[src/rtl/mbx_pkg.sv]
package mbx_pkg;
  localparam int NUM_WORDS = 5;
  localparam int NUM_CMDS  = 3;
  localparam int ERR_W     = 5;

  localparam logic [31:0] ST_FAIL_FLAG = 32'h8000_0000;
  localparam logic [31:0] ST_INVAL     = ST_FAIL_FLAG | 32'h2;
  localparam logic [31:0] ST_CHKSUM    = ST_FAIL_FLAG | 32'h4;
  localparam logic [31:0] ST_TIMEOUT   = ST_FAIL_FLAG | 32'h10;

  localparam logic [11:0] OFS_MSG  = 12'h100;
  localparam logic [11:0] OFS_OUTB = 12'h010;
  localparam logic [11:0] OFS_INB  = 12'h014;

  typedef enum logic [2:0] {
    ST_IDLE, ST_SEND, ST_RING, ST_POLL, ST_GAP, ST_FETCH, ST_CLEAR
  } eng_state_e;

  typedef logic [NUM_WORDS-1:0][31:0] msg_t;

  // Template word k of command idx; last word is the sum of the others.
  function automatic logic [31:0] tmpl_word(input logic [1:0] idx, input logic [2:0] k);
    logic [31:0] opc, arg;
    opc = (idx == 2'd0) ? 32'd1 : 32'd2;
    arg = (idx == 2'd2) ? 32'd2 : 32'd1;
    case (k)
      3'd0:    return 32'd1;
      3'd1:    return opc;
      3'd2:    return 32'd1;
      3'd3:    return arg;
      default: return 32'd2 + opc + arg;
    endcase
  endfunction

  function automatic logic [31:0] head_sum(input msg_t m);
    logic [31:0] s;
    s = '0;
    for (int i = 0; i < NUM_WORDS - 1; i++) s = s + m[i];
    return s;
  endfunction

  // 1-based index of lowest set bit after removing the failure flag; 0 if none.
  function automatic logic [ERR_W-1:0] low_bit_pos(input logic [31:0] st);
    logic [31:0] v;
    logic [ERR_W-1:0] pos;
    v = st & ~ST_FAIL_FLAG;
    pos = '0;
    for (int i = 30; i >= 0; i--)
      if (v[i]) pos = ERR_W'(i + 1);
    return pos;
  endfunction
endpackage

[src/rtl/mbx_poll_pacer.sv]
module mbx_poll_pacer #(
  parameter int POLL_GAP   = 16,
  parameter int POLL_LIMIT = 200000
) (
  input  logic clk,
  input  logic rst_n,
  input  logic arm,
  input  logic zero_poll,
  input  logic in_gap,
  output logic last_poll,
  output logic gap_over
);
  localparam int CNT_W = $clog2(POLL_LIMIT + 1);
  localparam int GAP_W = $clog2(POLL_GAP + 1);

  logic [CNT_W-1:0] poll_cnt;
  logic [GAP_W-1:0] gap_cnt;

  always_ff @(posedge clk) begin
    if (!rst_n)         poll_cnt <= '0;
    else if (arm)       poll_cnt <= '0;
    else if (zero_poll) poll_cnt <= poll_cnt + 1'b1;
  end

  always_ff @(posedge clk) begin
    if (!rst_n || !in_gap) gap_cnt <= '0;
    else                   gap_cnt <= gap_cnt + 1'b1;
  end

  assign last_poll = (poll_cnt == CNT_W'(POLL_LIMIT - 1));
  assign gap_over  = in_gap && (gap_cnt == GAP_W'(POLL_GAP - 1));

  AST_POLL_BOUND: assert property (@(posedge clk) disable iff (!rst_n)
    zero_poll |-> (poll_cnt < CNT_W'(POLL_LIMIT)));
endmodule

[src/rtl/mbx_reply_eval.sv]
module mbx_reply_eval
  import mbx_pkg::*;
(
  input  msg_t              reply,
  input  logic [31:0]       mbox_val,
  output logic              sum_ok,
  output logic [ERR_W-1:0]  err_idx
);
  logic [31:0] status;

  assign sum_ok  = (head_sum(reply) == reply[NUM_WORDS-1]);
  assign status  = sum_ok ? mbox_val : ST_CHKSUM;
  assign err_idx = (status == 32'd1) ? '0 : low_bit_pos(status);
endmodule

[src/rtl/mbx_cmd_engine.sv]
module mbx_cmd_engine
  import mbx_pkg::*;
#(
  parameter int ADDR_W     = 12,
  parameter int IDX_W      = 2,
  parameter int POLL_GAP   = 16,
  parameter int POLL_LIMIT = 200000
) (
  input  logic                              clk,
  input  logic                              rst_n,
  input  logic                              start,
  input  logic [IDX_W-1:0]                  cmd_idx,
  output logic                              busy,
  output logic                              done,
  output logic [4:0]                        err_idx,
  output logic [4:0][31:0]                  reply_words,
  output logic                              bus_req,
  output logic                              bus_we,
  output logic [ADDR_W-1:0]                 bus_addr,
  output logic [31:0]                       bus_wdata,
  input  logic                              bus_ready,
  input  logic [31:0]                       bus_rdata
);
  localparam logic [ADDR_W-1:0] A_MSG  = ADDR_W'(OFS_MSG);
  localparam logic [ADDR_W-1:0] A_OUTB = ADDR_W'(OFS_OUTB);
  localparam logic [ADDR_W-1:0] A_INB  = ADDR_W'(OFS_INB);
  localparam logic [2:0]        LAST_K = 3'(NUM_WORDS - 1);
  localparam logic [ERR_W-1:0]  IDX_TIMEOUT = low_bit_pos(ST_TIMEOUT);
  localparam logic [ERR_W-1:0]  IDX_INVAL   = low_bit_pos(ST_INVAL);

  eng_state_e       state;
  logic [2:0]       word_k;
  logic [1:0]       cmd_q;
  logic [31:0]      mbox_q;
  logic             timed_out;
  msg_t             reply_q;

  logic             xfer, accept, reject, zero_poll, last_poll, gap_over;
  logic             sum_ok;
  logic [ERR_W-1:0] eval_idx;

  assign xfer      = bus_req && bus_ready;
  assign accept    = (state == ST_IDLE) && start && (cmd_idx < IDX_W'(NUM_CMDS));
  assign reject    = (state == ST_IDLE) && start && !(cmd_idx < IDX_W'(NUM_CMDS));
  assign zero_poll = (state == ST_POLL) && xfer && (bus_rdata == 32'd0);

  mbx_poll_pacer #(.POLL_GAP(POLL_GAP), .POLL_LIMIT(POLL_LIMIT)) u_pacer (
    .clk(clk), .rst_n(rst_n), .arm(accept), .zero_poll(zero_poll),
    .in_gap(state == ST_GAP), .last_poll(last_poll), .gap_over(gap_over)
  );

  mbx_reply_eval u_eval (
    .reply(reply_q), .mbox_val(mbox_q), .sum_ok(sum_ok), .err_idx(eval_idx)
  );

  always_comb begin
    bus_req   = 1'b0;
    bus_we    = 1'b0;
    bus_addr  = A_INB;
    bus_wdata = 32'd0;
    unique case (state)
      ST_SEND: begin
        bus_req = 1'b1; bus_we = 1'b1;
        bus_addr  = A_MSG + ADDR_W'({word_k, 2'b00});
        bus_wdata = tmpl_word(cmd_q, word_k);
      end
      ST_RING:  begin bus_req = 1'b1; bus_we = 1'b1; bus_addr = A_OUTB; bus_wdata = 32'd1; end
      ST_POLL:  begin bus_req = 1'b1; end
      ST_FETCH: begin bus_req = 1'b1; bus_addr = A_MSG + ADDR_W'({word_k, 2'b00}); end
      ST_CLEAR: begin bus_req = 1'b1; bus_we = 1'b1; end
      default:  ;
    endcase
  end

  always_ff @(posedge clk) begin
    if (!rst_n) begin
      state     <= ST_IDLE;
      word_k    <= '0;
      cmd_q     <= '0;
      mbox_q    <= '0;
      timed_out <= 1'b0;
      reply_q   <= '0;
      done      <= 1'b0;
      err_idx   <= '0;
    end else begin
      done <= 1'b0;
      unique case (state)
        ST_IDLE: begin
          if (accept) begin
            cmd_q     <= cmd_idx[1:0];
            word_k    <= '0;
            mbox_q    <= '0;
            timed_out <= 1'b0;
            reply_q   <= '0;
            state     <= ST_SEND;
          end else if (reject) begin
            done    <= 1'b1;
            err_idx <= IDX_INVAL;
          end
        end
        ST_SEND: if (xfer) begin
          if (word_k == LAST_K) state <= ST_RING;
          else word_k <= word_k + 1'b1;
        end
        ST_RING: if (xfer) state <= ST_POLL;
        ST_POLL: if (xfer) begin
          if (bus_rdata != 32'd0) begin
            mbox_q <= bus_rdata;
            word_k <= '0;
            state  <= ST_FETCH;
          end else if (last_poll) begin
            timed_out <= 1'b1;
            state     <= ST_CLEAR;
          end else begin
            state <= ST_GAP;
          end
        end
        ST_GAP: if (gap_over) state <= ST_POLL;
        ST_FETCH: if (xfer) begin
          reply_q[word_k] <= bus_rdata;
          if (word_k == LAST_K) state <= ST_CLEAR;
          else word_k <= word_k + 1'b1;
        end
        ST_CLEAR: if (xfer) begin
          done    <= 1'b1;
          err_idx <= timed_out ? IDX_TIMEOUT : eval_idx;
          state   <= ST_IDLE;
        end
        default: state <= ST_IDLE;
      endcase
    end
  end

  assign busy        = (state != ST_IDLE);
  assign reply_words = reply_q;

  AST_RING_ONE: assert property (@(posedge clk) disable iff (!rst_n)
    (bus_req && bus_we && bus_addr == A_OUTB) |-> (bus_wdata == 32'd1));
  AST_CLEAR_ZERO: assert property (@(posedge clk) disable iff (!rst_n)
    (bus_req && bus_we && bus_addr == A_INB) |-> (bus_wdata == 32'd0));
  AST_REQ_HOLD: assert property (@(posedge clk) disable iff (!rst_n)
    (bus_req && !bus_ready) |=> (bus_req && $stable(bus_addr) && $stable(bus_we)
                                 && $stable(bus_wdata)));
  AST_DONE_PULSE: assert property (@(posedge clk) disable iff (!rst_n)
    done |=> !done);
  AST_DONE_QUIET: assert property (@(posedge clk) disable iff (!rst_n)
    done |-> !bus_req);
  AST_BAD_SUM_IDX: assert property (@(posedge clk) disable iff (!rst_n)
    (state == ST_CLEAR && xfer && !timed_out && !sum_ok) |=> (err_idx == 5'd3));
endmodule

[config.mk]
export PLATFORM = sky130hd
export DESIGN_NAME = mbx_cmd_engine
export DESIGN_NICKNAME = d
export VERILOG_FILES = /design/src/rtl/mbx_pkg.sv /design/src/rtl/mbx_poll_pacer.sv /design/src/rtl/mbx_reply_eval.sv /design/src/rtl/mbx_cmd_engine.sv
export SDC_FILE = /design/constraint.sdc
export NUM_CORES = 1
export LEC_CHECK = 0
export BUFFER_PORTS_ARGS = -buffer_cell sky130_fd_sc_hd__clkbuf_2
export CAP_MARGIN = 25
export CORE_MARGIN = 10
export CORE_UTILIZATION = 61
export CTS_CLUSTER_SIZE = 24
export DETAILED_ROUTE_END_ITERATION = 10
export GPL_TIMING_DRIVEN = 1
export MAX_ROUTING_LAYER = met4
export PLACE_DENSITY = 0.82
export RECOVER_POWER = 50
export REMOVE_ABC_BUFFERS = 1
export SLEW_MARGIN = 20
export SYNTH_ARGS = -nofsm -noshare
export SYNTH_HDL_FRONTEND = slang
export SYNTH_SLANG_ARGS = --single-unit
[constraint.sdc]
create_clock -name clk -period 8 [get_ports clk]
set_clock_uncertainty 0.2 [all_clocks]
set_input_delay 0.8 -clock clk [delete_from_list [all_inputs] [get_ports clk]]
set_output_delay 0.8 -clock clk [all_outputs]
set_load 0.01 [all_outputs]
==> flow_summary_export.csv, run 1 <==
group,metric,value,unit
power,p_sw,0.956,mW
critical_path,end_kind,"flip-flop",
synthesis,yosys_warnings,0,
synthesis,ys_ff_latch,230,
die,io_pins,251,
die,fp.dieH,169,um
power,p_leak,5.62,nW
place,gp_congestion,1.04,
clock_tree,tritoncts,"yes",
clock_tree,insertion_delay,0.56,ns
clock_tree,htree_levels,1,
clock_tree,cts_root_buf,"clkbuf_16",
final_layout,syn2layout_area_growth,12.2,%
critical_path,critPathArrivalTime,5.74,ns
critical_path,cp_slowest_stage_delay,0.77,ns
die,initial_core_util,62.0,%
die,row_count,54,
final_layout,drive_gt1_share,6.17,%
sta,setup_viol,0,
clock_tree,cts_setup_buffers,0,
final_layout,diodes,0,
place,place_hpwl,32.8,mm
hold_path,hold_path_class,"reg -> reg",
final_layout,fin_area,15200,um2
power,p_per_area,193,nW/um2
power,p_int,1.97,mW
detailed_routing,drc,0,
sta,totalNegativeSetupSlack,0,ns
sta,min_period,5.55,ns
final_layout,final_nets,1923,
global_route,overflow,0,
synthesis,avgSynthCellArea,8.26,um2
place,dp_slack,2.55,ns
place,port_buffers,213,
sta,maxSlewViolCount,46,
die,dieArea,28500,um2
critical_path,reg2regPathDepth,12,
global_route,grt_pass1_vias,12693,
synthesis,synth_edf_count,0,
critical_path,crit_fanout,8,
clock_tree,clk_transition_reported_paths,0.06,ns
outcome,failed_checks,"capacitance limit, slew limit",
power,p_comb_share,19.7,%
sta,fmax,180,MHz
die,core,21800,um2
outcome,outcome,"complete, but fails checks",
global_route,grt_pass1_wl,71.4,mm
sta,fin_crit_sh,69.3,%
clock_tree,cts_resized,0,
die,die_x,169,um
detailed_routing,drt_iter0_markers,1414,
power,p_clk_share,39.8,%
critical_path,worst-r2r-setup-slack,2.45,ns
sta,layout_setup_ws,2.45,ns
sta,hold_viol,0,
critical_path,timing.rr.start,"reply_words[15]",
critical_path,path_class,"reg -> reg",
sta,max-slew-margin-rel,-26.1,%
detailed_routing,post_drt_wl_per_cell,22.2,um
synthesis,postSynthCellCount,1637,
detailed_routing,ant_nets,0,
global_route,grt_max_degree,69,
synthesis,synthArstFlopShare,0,%
synthesis,synth_cell_type_count,69,
synthesis,synthFlopType,"dfxtp_1",
critical_path,cp-start-kind,"flip-flop",
sta,whs,0.245,ns
sta,tightest_slew,1.89,ns
critical_path,worst_ep_required_time,8.20,ns
critical_path,slowest_stage,"nor4_2",
critical_path,crit_chain,"fa_1 > fa_1 > ha_1 > nand2_1 > or4_4 > a311o_1 > and2_2 > a2111oi_0 > a211oi_1 > xnor2_1 > nor4_2 > a31oi_1",
clock_tree,clockBufferDepth,3,
synthesis,ys_seq_area_share,34.0,%
critical_path,cp-endpoint,"err_idx[0]",
clock_tree,numCtsBuffers,26,
critical_path,crit_start,"reply_words[15]",
power,pwr-share-seq,40.4,%
clock_tree,postCtsHoldBufs,0,
detailed_routing,routed_via_density,6.32,
global_route,track_usage,31.5,%
clock_tree,cts.sinks,230,
place,placed_cell_area,14600,um2
sta,rsz0062_at_grt,"false",
synthesis,synthesis.area,13500,um2
critical_path,crit_top_cell,"fa_1",
power,peakVddDrop,0.000246,V
detailed_routing,wirelength,46.1,mm
global_route,antenna_found_initial,0,
critical_path,r2r_end,"err_idx[0]",
power,p_sw_share,32.7,%
detailed_routing,vias,13138,
detailed_routing,drt_first_pass_iters,5,
flow_run,cap_violations,1,
-- stage by stage --
stage,utilization (%),total power [mW],std cells
floorplan,-,1.52,1528
global placement,66.8,1.76,2037
detailed placement,66.8,1.77,2037
CTS,70.6,2.92,2078
global route,69.5,3.02,2078
finish,69.5,2.92,2078
-- layer usage --
layer	global-route usage (%)	share of wire (%)
met4	11.1	4.0
met3	7.43	11
met1	38.5	38
met2	50.2	47
met5	-	0
-- cells in the final DEF (no fill, tap or decap), types with 20 or more instances in the layout --
cell | synthesis | routed
clkbuf_1 | 96 | 179
nor2b_1 | 119 | 119
nand2_1 | 118 | 116
fa_1 | 62 | 62
ha_1 | 38 | 38
nor2_1 | 130 | 129
xor2_1 | 31 | 31
a21boi_0 | 26 | 26
a21oi_1 | 194 | 193
inv_1 | 41 | 40
xnor2_1 | 34 | 34
a22oi_1 | 38 | 38
dfxtp_1 | 230 | 230
nor3_1 | 144 | 144
clkbuf_16 | 0 | 26
clkbuf_2 | 1 | 44
o21ai_0 | 41 | 41
nor4_1 | 20 | 20
nand3_1 | 54 | 54
conb_1 | 1 | 37
nand4_1 | 23 | 23
-- critical path: cells and delay by family (launching register included) --
family	cells	cell delay (ns)
adders and majority gates	3	1.50
xor gates and xnor gates	1	0.23
and+or+nand+nor	4	1.76
DFF	1	0.35
AOI/OAI and AO/OA	4	1.35
-- synthesized netlist by cell type (23+ instances only) --
cell type	number	share of area, %
a21boi_0	26	1.4
a21oi_1	194	7.2
a22oi_1	38	2.1
buf_4	39	2.2
clkbuf_1	96	2.7
dfxtp_1	230	34
fa_1	62	9.2
ha_1	38	3.5
inv_1	41	1.1
nand2_1	118	3.3
nand3_1	54	2.0
nand4_1	23	1.1
nor2_1	130	3.6
nor2b_1	119	5.5
nor3_1	144	5.3
o21ai_0	41	1.5
xnor2_1	34	2.2
xor2_1	31	2.0
-- area by class of cell --
| type | count | area, um2 |
|---|---|---|
| sequential | 230 | 4600 |
| inverter | 41 | 154 |
| clock inverter | 2 | 60.1 |
| timing repair buffer | 229 | 963 |
| tap | 280 | 350 |
| multi-input combinational | 1257 | 8280 |
| fill | 1905 | 6650 |
| clock buffer | 39 | 759 |
-- registers in the layout, summed over array words and instances (netlist names), 2 cells and up --
name,count
err_idx,5
state,3
u_pacer.gap_cnt,5
mbox_q,32
u_pacer.poll_cnt,18
cmd_q,2
reply_words,160
word_k,3
-- power by group through the flow --
stage               registers [mW]  logic (mW)  clock network [mW]
floorplan                     1.20       0.319                   0
global placement              1.21       0.557                   0
detailed placement            1.21       0.567                   0
CTS                           1.18       0.570                1.17
global route                  1.19       0.619                1.21
finish                        1.18       0.576                1.17
-- kinds of logic after synthesis --
logic type / Yosys count / synth area share [%]
XOR/XNOR: 65 / 4.21
buffers and inverters: 186 / 6.40
multiplexers: 7 / 0.527
AND/OR/NAND/NOR: 654 / 24.1
flip-flops: 230 / 34.0
adder cells (fa/ha/maj): 100 / 12.7
AO/OA/AOI/OAI: 394 / 18.0
other: 1 / 0.0277
-- worst min path at each step --
| stage | startpoint | depth (start not counted) | endpoint |
|---|---|---|---|
| after floorplan | u_pacer.gap_cnt[0] | 1 | u_pacer.gap_cnt[0] |
| after global placement | u_pacer.gap_cnt[0] | 1 | u_pacer.gap_cnt[0] |
| after detailed placement | u_pacer.gap_cnt[0] | 1 | u_pacer.gap_cnt[0] |
| after CTS | u_pacer.gap_cnt[0] | 1 | u_pacer.gap_cnt[0] |
| after global routing | u_pacer.gap_cnt[0] | 1 | u_pacer.gap_cnt[0] |
| final | u_pacer.gap_cnt[0] | 1 | u_pacer.gap_cnt[0] |
Note: power is estimated with default switching activity, not from simulation.
==> run 2: changes to the inputs <==
--- a/config.mk
+++ b/config.mk
@@ -8,12 +8,12 @@
 export BUFFER_PORTS_ARGS = -buffer_cell sky130_fd_sc_hd__clkbuf_2
 export CAP_MARGIN = 25
 export CORE_MARGIN = 10
-export CORE_UTILIZATION = 61
+export CORE_UTILIZATION = 51
 export CTS_CLUSTER_SIZE = 24
 export DETAILED_ROUTE_END_ITERATION = 10
 export GPL_TIMING_DRIVEN = 1
 export MAX_ROUTING_LAYER = met4
-export PLACE_DENSITY = 0.82
+export PLACE_DENSITY = 0.73
 export RECOVER_POWER = 50
 export REMOVE_ABC_BUFFERS = 1
 export SLEW_MARGIN = 20
==> constraint.sdc (replaced) <==
create_clock -name clk -period 4.5 [get_ports clk]
set_clock_uncertainty 0.2 [all_clocks]
set_input_delay 0.45 -clock clk [delete_from_list [all_inputs] [get_ports clk]]
set_output_delay 0.45 -clock clk [all_outputs]
set_load 0.01 [all_outputs]
==> flow_summary_export.csv, run 2 (synthesis results as in run 1) <==
group,metric,value,unit
global_route,grt_pass1_vias,13076,
flow_run,cap_violations,0,
detailed_routing,drt_iter0_markers,1042,
sta,max-slew-margin-rel,25.8,%
sta,min_period,4.42,ns
clock_tree,insertion_delay,0.53,ns
final_layout,most-common-layout-cells,"dfxtp_1, a21oi_1, clkbuf_1, nor3_1, nor2_1",
final_layout,largest_reg_flops,160,
detailed_routing,vias,13293,
final_layout,final_util,61.5,%
critical_path,cp_slowest_stage_delay,0.54,ns
place,port_buffers,213,
die,io_pins,251,
clock_tree,numCtsBuffers,26,
sta,maxSlewViolCount,0,
clock_tree,cts.sinks,230,
power,p_total,5.30,mW
global_route,overflow,0,
place,gp_congestion,0.981,
sta,tightest_slew,1.11,ns
sta,setup_viol,0,
detailed_routing,routed_via_density,5.98,
sta,hold_viol,0,
die,die_x,183,um
critical_path,cp-start-kind,"flip-flop",
critical_path,crit_fanout,5,
critical_path,worst-r2r-setup-slack,0.08,ns
place,place_hpwl,35.4,mm
critical_path,end_kind,"flip-flop",
sta,fmax,226,MHz
critical_path,reg2regPathDepth,17,
clock_tree,clockBufferDepth,3,
power,p_per_area,331,nW/um2
final_layout,fill_cells,2429,
clock_tree,cts_root_buf,"clkbuf_16",
sta,fin_crit_sh,98.3,%
final_layout,final_common_cell,"dfxtp_1",
hold_path,hold_end,"reply_words[96]",
final_layout,final_nets,2010,
detailed_routing,drc,0,
final_layout,syn2layout_area_growth,18.4,%
detailed_routing,ant_nets,0,
final_layout,drive_gt1_share,11.4,%
hold_path,min_from,"bus_rdata[0]",
clock_tree,tritoncts,"yes",
critical_path,r2r_end,"err_idx[1]",
detailed_routing,wirelength,47.7,mm
hold_path,hold_path_class,"in -> reg",
critical_path,worst_ep_required_time,4.71,ns
critical_path,timing.rr.start,"reply_words[1]",
sta,rsz0062_at_grt,"true",
detailed_routing,post_drt_wl_per_cell,21.4,um
power,peakVddDrop,0.000434,V
detailed_routing,drt_first_pass_iters,6,
hold_path,hold_depth,3,
clock_tree,clk_transition_reported_paths,0.06,ns
clock_tree,htree_levels,1,
global_route,track_usage,27.8,%
critical_path,path_class,"reg -> reg",
global_route,grt_pass1_wl,73.5,mm
critical_path,crit_chain,"fa_1 > inv_2 > fa_1 > inv_2 > ha_4 > fa_2 > a21o_1 > a21o_1 > buf_6 > a22o_1 > a221o_1 > a32o_2 > nor4_2 > nand4_1 > nor4_2 > buf_4 > a31oi_1",
clock_tree,postCtsHoldBufs,0,
die,initial_core_util,51.9,%
die,fp.dieH,183,um
global_route,grt_max_degree,105,
critical_path,slowest_stage,"fa_1",
die,core,26100,um2
die,dieArea,33400,um2
die,row_count,59,
outcome,outcome,"completed",
global_route,antenna_found_initial,1,
power,p_leak,6.09,nW
critical_path,critPathArrivalTime,4.63,ns
-- run 2: metal layers --
layer / up-vias / track usage [%] / part of all wire [%] / routed length, um
met3: 85 / 5.16 / 8.7 / 4160
met2: 629 / 45.3 / 48 / 22700
li1: 6159 / - / - / -
met4: 0 / 7.84 / 2.5 / 1220
met5: - / - / 0 / 0
met1: 6420 / 34.7 / 41 / 19600
-- run 2: how the worst max path moves through the flow --
stage	cells after the start	start	to	slack (ns)
2_1_floorplan	6	state[1]	reply_words[159]	-0.15
3_3_place_gp	16	reply_words[1]	err_idx[0]	-0.15
3_5_place_dp	16	reply_words[1]	err_idx[1]	-0.23
4_1_cts	13	reply_words[15]	err_idx[1]	0.01
5_1_grt	14	reply_words[34]	err_idx[1]	-0.09
6_report	17	reply_words[1]	err_idx[1]	0.08
-- run 2: metrics by stage --
stage | setup WS (ns) | setup TNS (ns) | std cells | area [um2] | hold slack (ns)
after floorplan | -0.154 | -4.75 | 1528 | 12900 | 0.218
after global placement | -0.152 | -0.619 | 2178 | 15300 | 0.230
after detailed placement | -0.231 | -0.978 | 2178 | 15300 | 0.248
after CTS | 0.0120 | 0 | 2222 | 16200 | 0.0190
after global routing | -0.0911 | -0.346 | 2224 | 16000 | 0.0385
final | 0.0782 | 0 | 2224 | 16000 | 0.0302
-- run 2: worst max-delay path: cells and delay by family (launching register included) --
kind / cells / cell delay (ns)
AOI/OAI and AO/OA: 6 / 1.34
adders and majority gates: 4 / 1.59
buffers and inverters: 4 / 0.41
DFF: 1 / 0.33
and+or+nand+nor: 3 / 0.44
-- run 2: repair_timing --
item	CTS	global route
endpoints found under the setup margin	5	5
gates resized for setup	8	18
buffers inserted	0	1
pin swaps	2	5
-- run 2: area by class of cell --
| type | instances | area, um2 | area share [%] |
|---|---|---|---|
| antenna | 1 | 2.50 | 0.0156 |
| clock buffer | 39 | 771 | 4.81 |
| clock inverter | 5 | 75.1 | 0.469 |
| inverter | 41 | 154 | 0.961 |
| multi-input combinational | 1257 | 8390 | 52.4 |
| sequential | 230 | 4610 | 28.8 |
| tap | 335 | 419 | 2.62 |
| timing repair buffer | 316 | 1600 | 9.98 |
-- run 2: power by group --
group / internal (mW) / switching (mW)
sequential: 2.06 / 0.0414
clock: 1.28 / 0.852
combinational: 0.243 / 0.819
total: 3.59 / 1.71
